`src/rtl/fxp_requant_pkg.sv`:
```
package fxp_requant_pkg;

  typedef enum logic [1:0] {
    CLAMP_NONE = 2'd0,
    CLAMP_HI   = 2'd1,
    CLAMP_LO   = 2'd2
  } clamp_e;

endpackage

```
`src/rtl/fxp_round_carry.sv`:
```
module fxp_round_carry #(
  parameter int DROP = 3
) (
  input  logic [DROP-1:0] frac_bits,
  input  logic            neg,
  output logic            carry
);

  generate
    if (DROP == 1) begin : g_single
      // no lower bits: a negative value never takes the carry
      assign carry = frac_bits[0] & ~neg;
    end else begin : g_multi
      logic low_any;
      assign low_any = |frac_bits[DROP-2:0];
      assign carry   = neg ? (frac_bits[DROP-1] & low_any) : frac_bits[DROP-1];
    end
  endgenerate

endmodule

```
`src/rtl/fxp_round_add.sv`:
```
module fxp_round_add #(
  parameter int KEEP = 7
) (
  input  logic [KEEP-1:0] kept,
  input  logic            carry,
  output logic [KEEP:0]   rounded
);

  logic [KEEP:0] ext;

  // one guard bit of sign so the increment cannot wrap
  assign ext     = {kept[KEEP-1], kept};
  assign rounded = ext + {{KEEP{1'b0}}, carry};

endmodule

```
`src/rtl/fxp_sat_clamp.sv`:
```
module fxp_sat_clamp
  import fxp_requant_pkg::*;
#(
  parameter int KEEP  = 7,
  parameter int OUT_W = 6
) (
  input  logic [KEEP:0]    rounded,
  output logic [OUT_W-1:0] out_val,
  output logic             ovf
);

  localparam int HEAD_W = KEEP - OUT_W + 2;

  logic [HEAD_W-1:0] head;
  logic              fits;
  clamp_e            mode;

  assign head = rounded[KEEP:OUT_W-1];
  assign fits = (head == {HEAD_W{1'b0}}) || (head == {HEAD_W{1'b1}});

  always_comb begin
    if (fits)              mode = CLAMP_NONE;
    else if (rounded[KEEP]) mode = CLAMP_LO;
    else                   mode = CLAMP_HI;
  end

  always_comb begin
    case (mode)
      CLAMP_HI: out_val = {1'b0, {(OUT_W-1){1'b1}}};
      CLAMP_LO: out_val = {1'b1, {(OUT_W-1){1'b0}}};
      default:  out_val = rounded[OUT_W-1:0];
    endcase
  end

  assign ovf = (mode != CLAMP_NONE);

endmodule

```
`src/rtl/fxp_requant.sv`:
```
module fxp_requant #(
  parameter int IN_W  = 10,
  parameter int IN_F  = 6,
  parameter int OUT_W = 6,
  parameter int OUT_F = 3
) (
  input  logic [IN_W-1:0]  in_val,
  output logic [OUT_W-1:0] out_val,
  output logic             sat_flag
);

  localparam int DROP = IN_F - OUT_F;
  localparam int KEEP = IN_W - DROP;

  logic            carry;
  logic [KEEP:0]   rounded;

  fxp_round_carry #(.DROP(DROP)) u_carry (
    .frac_bits (in_val[DROP-1:0]),
    .neg       (in_val[IN_W-1]),
    .carry     (carry)
  );

  fxp_round_add #(.KEEP(KEEP)) u_add (
    .kept    (in_val[IN_W-1:DROP]),
    .carry   (carry),
    .rounded (rounded)
  );

  fxp_sat_clamp #(.KEEP(KEEP), .OUT_W(OUT_W)) u_clamp (
    .rounded (rounded),
    .out_val (out_val),
    .ovf     (sat_flag)
  );

endmodule

```
`config.mk`:
```
export PLATFORM = sky130hd
export DESIGN_NAME = fxp_requant
export DESIGN_NICKNAME = d
export VERILOG_FILES = /design/src/rtl/fxp_requant_pkg.sv /design/src/rtl/fxp_round_carry.sv /design/src/rtl/fxp_round_add.sv /design/src/rtl/fxp_sat_clamp.sv /design/src/rtl/fxp_requant.sv
export SDC_FILE = /design/constraint.sdc
export NUM_CORES = 1
export LEC_CHECK = 0
export ABC_AREA = 1
export BUFFER_PORTS_ARGS = -buffer_cell sky130_fd_sc_hd__buf_2
export CAP_MARGIN = 30
export CORE_AREA = 2 2 39 41
export DETAILED_ROUTE_END_ITERATION = 10
export DIE_AREA = 0 0 41 43
export PLACE_DENSITY = 0.44
export SLEW_MARGIN = 20
export SYNTH_ARGS = -nofsm -noshare
export SYNTH_HDL_FRONTEND = slang
export SYNTH_HIERARCHICAL = 1
export SYNTH_SLANG_ARGS = --single-unit
```
`constraint.sdc`:
```
create_clock -name vclk -period 6
set_clock_uncertainty 0.1 [all_clocks]
set_input_delay 1.2 -clock vclk [all_inputs]
set_output_delay 1.2 -clock vclk [all_outputs]
set_load 0.01 [all_outputs]
```
### Yosys cells after proc, flatten, opt, wreduce, memory -nomap -nowiden

Cells that the tools add are included.

| word-level totals | value |
|---|---|
| memories | 0 |
| bits in registers | 0 |
| bits in latches | 0 |
| RAM bits | 0 |
| memory bits (read-only) | 0 |
| output and inout bits | 7 |

| cells by class | value |
|---|---|
| muxes and demuxes | 4 |
| equal/unequal tests | 3 |
| magnitude comparators | 0 |
| div/mod/pow operators | 0 |
| multipliers | 0 |
| shift operators | 0 |
| add/subtract/negate cells | 1 |
| reduce and logical (&&, ||, !) cells | 4 |
| bitwise gates (word level) | 1 |

Operator list:

| operator | count |
|---|---|
| $pmux 6 s2 | 1 |
| $add 7x2->8 | 1 |
| $mux 2 | 2 |
| $eq 3x3->1 const B | 1 |
| $logic_not 3->1 | 1 |
| $eq 2x1->1 const B | 1 |
| $eq 2x2->1 const B | 1 |
| $reduce_bool 2->1 | 1 |
| $reduce_or 2->1 | 1 |
| $and 1x1->1 | 1 |
| $logic_or 1x1->1 | 1 |
| $mux 1 | 1 |

### Depth between registers and ports, before layout

Gate-level depths: netlist of the first run.

| logic depth | value |
|---|---|
| word-level depth | 9 |
| depth in mapped cells | 12 |
| gate-level depth less buffers | 12 |

### Hierarchy

The synthesis of the first run kept the hierarchy.

Modules (own cells, without submodules):

| module | cells an instance | times used | area an instance (µm²) |
|---|---|---|---|
| fxp_round_add | 28 | 1 | 155.1 |
| fxp_sat_clamp | 15 | 1 | 66.3 |
| fxp_round_carry | 3 | 1 | 12.5 |

### Worst setup path before layout of the first run

No wires, ideal clock.

| timing path | value |
|---|---|
| path type | input port to output port |
| start point | in in_val[1] |
| end point | out sat_flag |
| slack | 2.332 ns |
| cell stages on the path | 10 |
| data arrival time | 2.368 ns |
| path buffers | 0 |
| data required time | 4.700 ns |
| path through | nor2_1 -> a21oi_1 -> ha_1 -> ha_1 -> nand2_1 -> inv_1 -> nand3_1 -> nand2_1 -> o21bai_2 -> nand2_1 |

| between the ends | value |
|---|---|
| cells in the longest elaborated chain, start to end | 8 |
| elaborated cells on any way between the ends | 10 |
| those cells by class | add/sub (1); eq/ne (1); mux (3); bitwise (1); reduce/logical (4) |

Ends and longest elaborated chain:

| element | RTL line | text |
|---|---|---|
| from (decl) | fxp_requant.sv:7 | `input logic [IN_W-1:0] in_val,` |
| $reduce_or 2->1 * | fxp_round_carry.sv:15 | `assign low_any = \|frac_bits[DROP-2:0];` |
| $and 1x1->1 * | fxp_round_carry.sv:16 | `assign carry = neg ? (frac_bits[DROP-1] & low_any) : frac_bits[DROP-1];` |
| $mux 1 * | fxp_round_carry.sv:16 |  |
| via carry | fxp_requant.sv:15 | `logic carry;` |
| $add 7x2->8 * | fxp_round_add.sv:13 | `assign rounded = ext + {{KEEP{1'b0}}, carry};` |
| via rounded[6] | fxp_requant.sv:16 | `logic [KEEP:0] rounded;` |
| $eq 3x3->1 or $logic_not 3->1 (tied branches) | fxp_sat_clamp.sv:19 | `assign fits = (head == {HEAD_W{1'b0}}) \|\| (head == {HEAD_W{1'b1}});` |
| $logic_or 1x1->1 * | fxp_sat_clamp.sv:19 |  |
| $mux 2 * | fxp_sat_clamp.sv:22 | `if (fits) mode = CLAMP_NONE;` |
| $reduce_bool 2->1 * | fxp_sat_clamp.sv:35 | `assign ovf = (mode != CLAMP_NONE);` |
| to (decl) | fxp_requant.sv:9 | `output logic sat_flag` |

Mark *: on every way through the listed nets, which the timed path passes. The rest lies on a longest branch.

### Worst setup path in the final report of the first run

| timing path | value |
|---|---|
| start point | in in_val[9] |
| end point | out out_val[0] |

| between the ends | value |
|---|---|
| cells in the longest elaborated chain, start to end | 7 |
| elaborated cells on any way between the ends | 10 |
| those cells by class | add/sub (1); eq/ne (3); mux (4); reduce/logical (2) |

Ends and longest elaborated chain:

| element | RTL line | text |
|---|---|---|
| $mux 1 * | fxp_round_carry.sv:16 |  |
| via carry | fxp_requant.sv:15 |  |
| $add 7x2->8 * | fxp_round_add.sv:13 |  |
| via rounded[6] | fxp_requant.sv:16 |  |
| $eq 3x3->1 or $logic_not 3->1 (tied branches) | fxp_sat_clamp.sv:19 |  |
| $logic_or 1x1->1 * | fxp_sat_clamp.sv:19 |  |
| $mux 2 * | fxp_sat_clamp.sv:22 |  |
| $eq 2x2->1 or $eq 2x1->1 (tied branches) | fxp_sat_clamp.sv:28 | `case (mode)` |
| $pmux 6 s2 * | fxp_sat_clamp.sv:28 |  |
| to (decl) | fxp_requant.sv:8 | `output logic [OUT_W-1:0] out_val,` |

Marks and branches as above.

==> impl_metrics.py, run 1 <==
metrics = {
    "critical_path": {
        "path_cells": "buf_2, a21oi_1, ha_1, ha_1, nand2_1, o21bai_1, nand2_1, o21bai_2, nand2_1, buf_2",
        "cp.required_ns": 4.70,
        "worstPathArrival_ns": 2.71,
        "path_class": "primary input to primary output",
        "crit_path_start_kind": "primary input",
        "worst_path_most_repeated_cell": "nand2_1",
        "cp_top_family": "compound AO/OA/AOI/OAI gates",
        "crit_path_end_kind": "primary output",
        "crit_buf_inv": 2,
        "slowest_delay_ns": 0.27,
        "cp_slowest_cell": "o21bai_2",
        "crit_fanout": 6,
    },
    "drt": {
        "vias": 311,
        "drcViolationCount": 0,
        "vias_per_cell": 3.99,
        "ant_nets": 0,
        "wl_microns": 588,
        "drt-initial-drc-count": 2,
        "drt_first_pass_iters": 4,
        "post_drt_wl_per_cell_microns": 7.54,
    },
    "finish": {
        "final_layout_size_suffix_gt1_share_pct": 32.3,
        "layout.cells.non_filler": 78,
        "fin_util_pct": 24.2,
        "diodes": 0,
        "seq_cell_count": 0,
        "nClkBuffers": 0,
        "fillers": 168,
        "multi_input_area_sq_um": 204,
        "area_growth_pct": 43.3,
        "final_nets": 76,
        "regArea_sq_um": 0,
    },
    "placed_design": {
        "placed_cells": 78,
        "dp.final_hpwl_microns": 509,
        "place_congestion": 0.749,
        "port_buffers": 17,
    },
    "synthesis": {
        "ys_types": 13,
        "synth.yosys.seq_area_share_pct": 0,
        "synth_area_leader_cell": "nand2_1",
        "yosys_warnings": 6,
        "netlist_area_sq_um": 234,
        "synth_area_per_cell_sq_um": 5.09,
        "netlist_instances": 46,
        "synth_top_area_share_pct": 30.5,
        "synth_area_leaders": "nand2_1, inv_1, ha_1",
        "synth_nets": 58,
    },
    "floorplan": {
        "row_count": 14,
        "initial_core_util_pct": 16.9,
        "die_y_microns": 43,
        "fp.dieArea_sq_mm": 0.00176,
        "dieWidth_microns": 41,
        "ios": 17,
        "coreArea_sq_mm": 0.00138,
    },
    "timing": {
        "fmax_ghz": 0.250,
        "report.final.setup_viol": 0,
        "tns_ns": 0,
        "worst_pin_slew_ns": 0.275,
        "fin_crit_ns": 4.01,
        "relSlewSlack_pct": 81.6,
        "rsz0062_at_grt": "no",
        "slew_violations": 0,
        "final_hold_viol_count": 0,
        "min_period_over_period_pct": 66.8,
    },
    "worst_hold_path": {
        "hp-class": "primary input to primary output",
    },
    "global_route": {
        "grt_max_degree": 7,
        "track_usage_pct": 8.09,
        "grt_pass1_vias": 266,
        "antenna_found_initial": 0,
        "grt-ovfl-total": 0,
        "grt_pass1_wl_microns": 1060,
    },
    "power": {
        "peakVddDrop_mv": 0.0222,
        "p_leak_nw": 0.217,
        "power.density_mw_per_mm2": 71.0,
    },
    "cts": {
        "cts_setup_buffers": 0,
        "postCtsHoldBufs": 0,
        "cts_resized": 0,
    },
    "run": {
        "cap_violations": 0,
    },
    "outcome": {
        "status": "completed",
    },
}
-- synth_stat cells --
cell and count:
xnor2_1 1, inv_1 7, nor2_2 1, nand3_1 5, a21oi_1 2, o21bai_2 1
o21bai_1 2, nand2_1 19, xor2_1 2, nand2_2 1, ha_1 2, nor2_1 2
clkbuf_1 1
-- kinds of logic after synthesis --
kind of cell	count (synthesis)	synth area share [%]
xor gates and xnor gates	3	11.2
AOI/OAI and AO/OA	5	15.5
buffers and inverters	8	12.8
and+or+nand+nor	28	49.7
adders and majority gates	2	10.7
-- layer usage --
layer	share of wire, %	up-vias	track usage (%)
li1	-	175	-
met1	43	127	12.0
met2	51	9	13.4
met3	5.6	0	0
met4	0	0	0
met5	0	-	0
-- tightest hold or removal path: cells and delay by family --
kind / cells / cell delay [ns]
AND/OR/NAND/NOR: 2 / 0.08
buffers and inverters: 2 / 0.20
adder cells (fa/ha/maj): 1 / 0.11
-- final timing paths --
path	start	to	cells past startpoint
hold / removal	in_val[3]	out_val[0]	5
setup / recovery	in_val[9]	out_val[0]	10
-- final cells by class --
cell class                 instances  share of cell area [%]
multi-input combinational         38                    60.8
timing repair buffer              17                    25.4
inverter                           7                    7.84
tap                               16                    5.97
-- layout by cell type, fill, tap and decap left out --
cell	netlist	routed
inv_1	7	7
o21bai_1	2	2
xor2_1	2	2
a21oi_1	2	2
o21bai_2	1	1
ha_1	2	2
nand2_2	1	1
nor2_1	2	2
buf_2	0	17
xnor2_1	1	1
nor2_2	1	1
nand2_1	19	19
nand3_1	5	5
-- per-stage QoR --
step	hold WS (ns)	instance area, sq um	power [mW]	worst slack (ns)
after global routing	2.72	335	0.0275	1.78
final	2.69	335	0.0238	1.99
after CTS	2.69	335	0.0243	1.96
after floorplan	2.47	234	0.0140	2.33
after global placement	2.68	335	0.0241	1.96
after detailed placement	2.69	335	0.0242	1.97
-- power by group --
group	leakage (nW)	total (mW)	internal, mW	switching (mW)
registers	0	0	0	0
clock network	0	0	0	0
logic	0.217	0.0238	0.0104	0.0134
total	0.217	0.0238	0.0104	0.0134
Note: power is estimated with default switching activity, not from simulation.
==> run 2: changes to the inputs <==
--- a/config.mk
+++ b/config.mk
@@ -5,13 +5,13 @@
 export SDC_FILE = /design/constraint.sdc
 export NUM_CORES = 1
 export LEC_CHECK = 0
-export ABC_AREA = 1
+export ABC_AREA = 0
 export BUFFER_PORTS_ARGS = -buffer_cell sky130_fd_sc_hd__buf_2
 export CAP_MARGIN = 30
 export CORE_AREA = 2 2 39 41
 export DETAILED_ROUTE_END_ITERATION = 10
 export DIE_AREA = 0 0 41 43
-export PLACE_DENSITY = 0.44
+export PLACE_DENSITY = 0.46
 export SLEW_MARGIN = 20
 export SYNTH_ARGS = -nofsm -noshare
 export SYNTH_HDL_FRONTEND = slang
==> constraint.sdc (replaced) <==
create_clock -name vclk -period 3.9
set_clock_uncertainty 0.1 [all_clocks]
set_input_delay 0.78 -clock vclk [all_inputs]
set_output_delay 0.78 -clock vclk [all_outputs]
set_load 0.01 [all_outputs]
==> run 2 against run 1 <==
Hold slack got worse by 0.75 ns. Power rose by 67%. Largest cell class unchanged. Combinational power up 67%. Largest power group unchanged. Synthesized cell count is 15% lower. Sequential share of layout area stayed put. First-iteration DRC count shrank 100%. Utilization is 0.72 points higher. Wire length up 1.0%. Design area rose by 3.0%. Global-route usage is 0.40 points lower.
==> impl_metrics.py, run 2 <==
metrics = {
    "critical_path": {
        "crit_path_start_kind": "primary input",
        "path_class": "primary input to primary output",
        "crit_path_end_kind": "primary output",
        "worstPathArrival_ns": 2.30,
        "crit_fanout": 5,
        "startpoint": "in_val[9]",
        "cp-endpoint": "out_val[1]",
        "cp.required_ns": 3.02,
    },
    "drt": {
        "drt_first_pass_iters": 1,
        "vias": 306,
        "vias_per_cell": 4.37,
        "ant_nets": 0,
        "wl_microns": 594,
        "post_drt_wl_per_cell_microns": 8.49,
        "drt-initial-drc-count": 0,
        "drcViolationCount": 0,
    },
    "synthesis": {
        "synth_top_family_by_area": "compound AO/OA/AOI/OAI gates",
        "synth_area_leader_cell": "a21boi_1",
        "ys_types": 17,
        "synth_nets": 51,
        "synthMuxAreaShare_pct": 0,
        "synth_top_area_share_pct": 14.5,
        "netlist_area_sq_um": 259,
        "netlist_instances": 39,
        "yosys.area_share.simple_pct": 29.5,
        "yosys_warnings": 6,
        "synth_compound_area_share_pct": 32.4,
        "synth_fa_ha_area_share_pct": 9.66,
        "synth.yosys.seq_area_share_pct": 0,
        "synth_area_per_cell_sq_um": 6.64,
        "synth-xor-area-share_pct": 16.9,
        "ys_top_cells_by_count": "nor2_1, a21boi_1, o22ai_1, xor2_1",
        "yosysMostFrequentCell": "nor2_1",
        "synth_area_leaders": "a21boi_1, o22ai_1, nor2_1",
    },
    "finish": {
        "fin_util_pct": 25.0,
        "seq_cell_count": 0,
        "stdcell_area_sq_um": 345,
        "final_nets": 68,
        "regArea_sq_um": 0,
        "final_layout_size_suffix_gt1_share_pct": 38.9,
        "fillers": 158,
        "area_growth_pct": 33.3,
        "layout.cells.non_filler": 70,
        "final_cell_mix": "buf_2, nor2_1, a21boi_1, o22ai_1, xor2_1",
        "diodes": 0,
        "layout_commonest_cell": "buf_2",
        "nClkBuffers": 0,
    },
    "cts": {
        "cts_resized": 0,
        "postCtsHoldBufs": 0,
        "cts_setup_buffers": 0,
    },
    "floorplan": {
        "die_y_microns": 43,
        "initial_core_util_pct": 18.7,
        "dieWidth_microns": 41,
        "coreArea_sq_mm": 0.00138,
        "row_count": 14,
        "ios": 17,
        "fp.dieArea_sq_mm": 0.00176,
    },
    "global_route": {
        "grt_pass1_vias": 266,
        "grt-ovfl-total": 0,
        "grt_max_degree": 14,
        "antenna_found_initial": 0,
        "grt_pass1_wl_microns": 1010,
        "track_usage_pct": 7.69,
    },
    "timing": {
        "fmax_ghz": 0.315,
        "min_period_over_period_pct": 81.5,
        "tns_ns": 0,
        "relSlewSlack_pct": 76.4,
        "slew_violations": 0,
        "worst_pin_slew_ns": 0.354,
        "final_hold_viol_count": 0,
        "report.final.setup_viol": 0,
        "rsz0062_at_grt": "no",
        "fin_crit_ns": 3.18,
    },
    "placed_design": {
        "place_congestion": 0.710,
        "placed_area_sq_um": 345,
        "port_buffers": 17,
        "placed_cells": 70,
        "dp.final_hpwl_microns": 500,
    },
    "power": {
        "power_mw": 0.0397,
        "p_leak_nw": 0.165,
        "power.density_mw_per_mm2": 115,
        "peakVddDrop_mv": 0.0407,
    },
    "outcome": {
        "status": "completed",
    },
    "worst_hold_path": {
        "hp-class": "primary input to primary output",
    },
    "run": {
        "cap_violations": 0,
    },
}
## run 2: cells by family after synthesis
family	Yosys count
and+or+nand+nor	16
buffers and inverters	4
adders and majority gates	2
AOI/OAI and AO/OA	12
xor gates and xnor gates	5
## run 2: final cells by class
type                       count  area (sq um)  share of cell area, %
timing repair buffer          18          92.6                   26.8
multi-input combinational     35           229                   66.3
tap                           16          20.0                   5.80
inverter                       1          3.75                   1.09
## run 2: report_power, final
group	switching (mW)	leakage, nW	internal (mW)
combinational	0.0210	0.165	0.0187
clock	0	0	0
sequential	0	0	0
total	0.0210	0.165	0.0187
## run 2: how the worst min path moves through the flow
stage	depth (start not counted)	endpoint	from	slack, ns
detailed placement	5	out_val[4]	in_val[7]	1.95
global route	5	out_val[4]	in_val[7]	2.02
finish	5	out_val[4]	in_val[7]	1.94
CTS	5	out_val[4]	in_val[7]	1.95
global placement	5	out_val[4]	in_val[7]	1.94
floorplan	2	out_val[5]	in_val[9]	1.70
## run 2: per-layer routing
metal	up-vias	wire length (microns)	global-route usage, %
met5	-	0	0
met4	0	0	0
met3	0	54	0.524
met2	9	278	13.4
met1	127	261	10.4
li1	170	-	-
## run 2: critical path: stages
cell,delay (ns)
buf_2,0.12
a21boi_1,0.13
ha_1,0.20
ha_1,0.21
nand2_1,0.07
nor2_1,0.11
xor2_1,0.21
inv_1,0.14
o22ai_1,0.18
buf_2,0.15
## run 2: metrics by stage
stage               worst slack (ns)  hold slack (ns)
floorplan                      0.977             1.70
global placement               0.701             1.94
detailed placement             0.686             1.95
CTS                            0.671             1.95
global route                   0.487             2.02
finish                         0.721             1.94
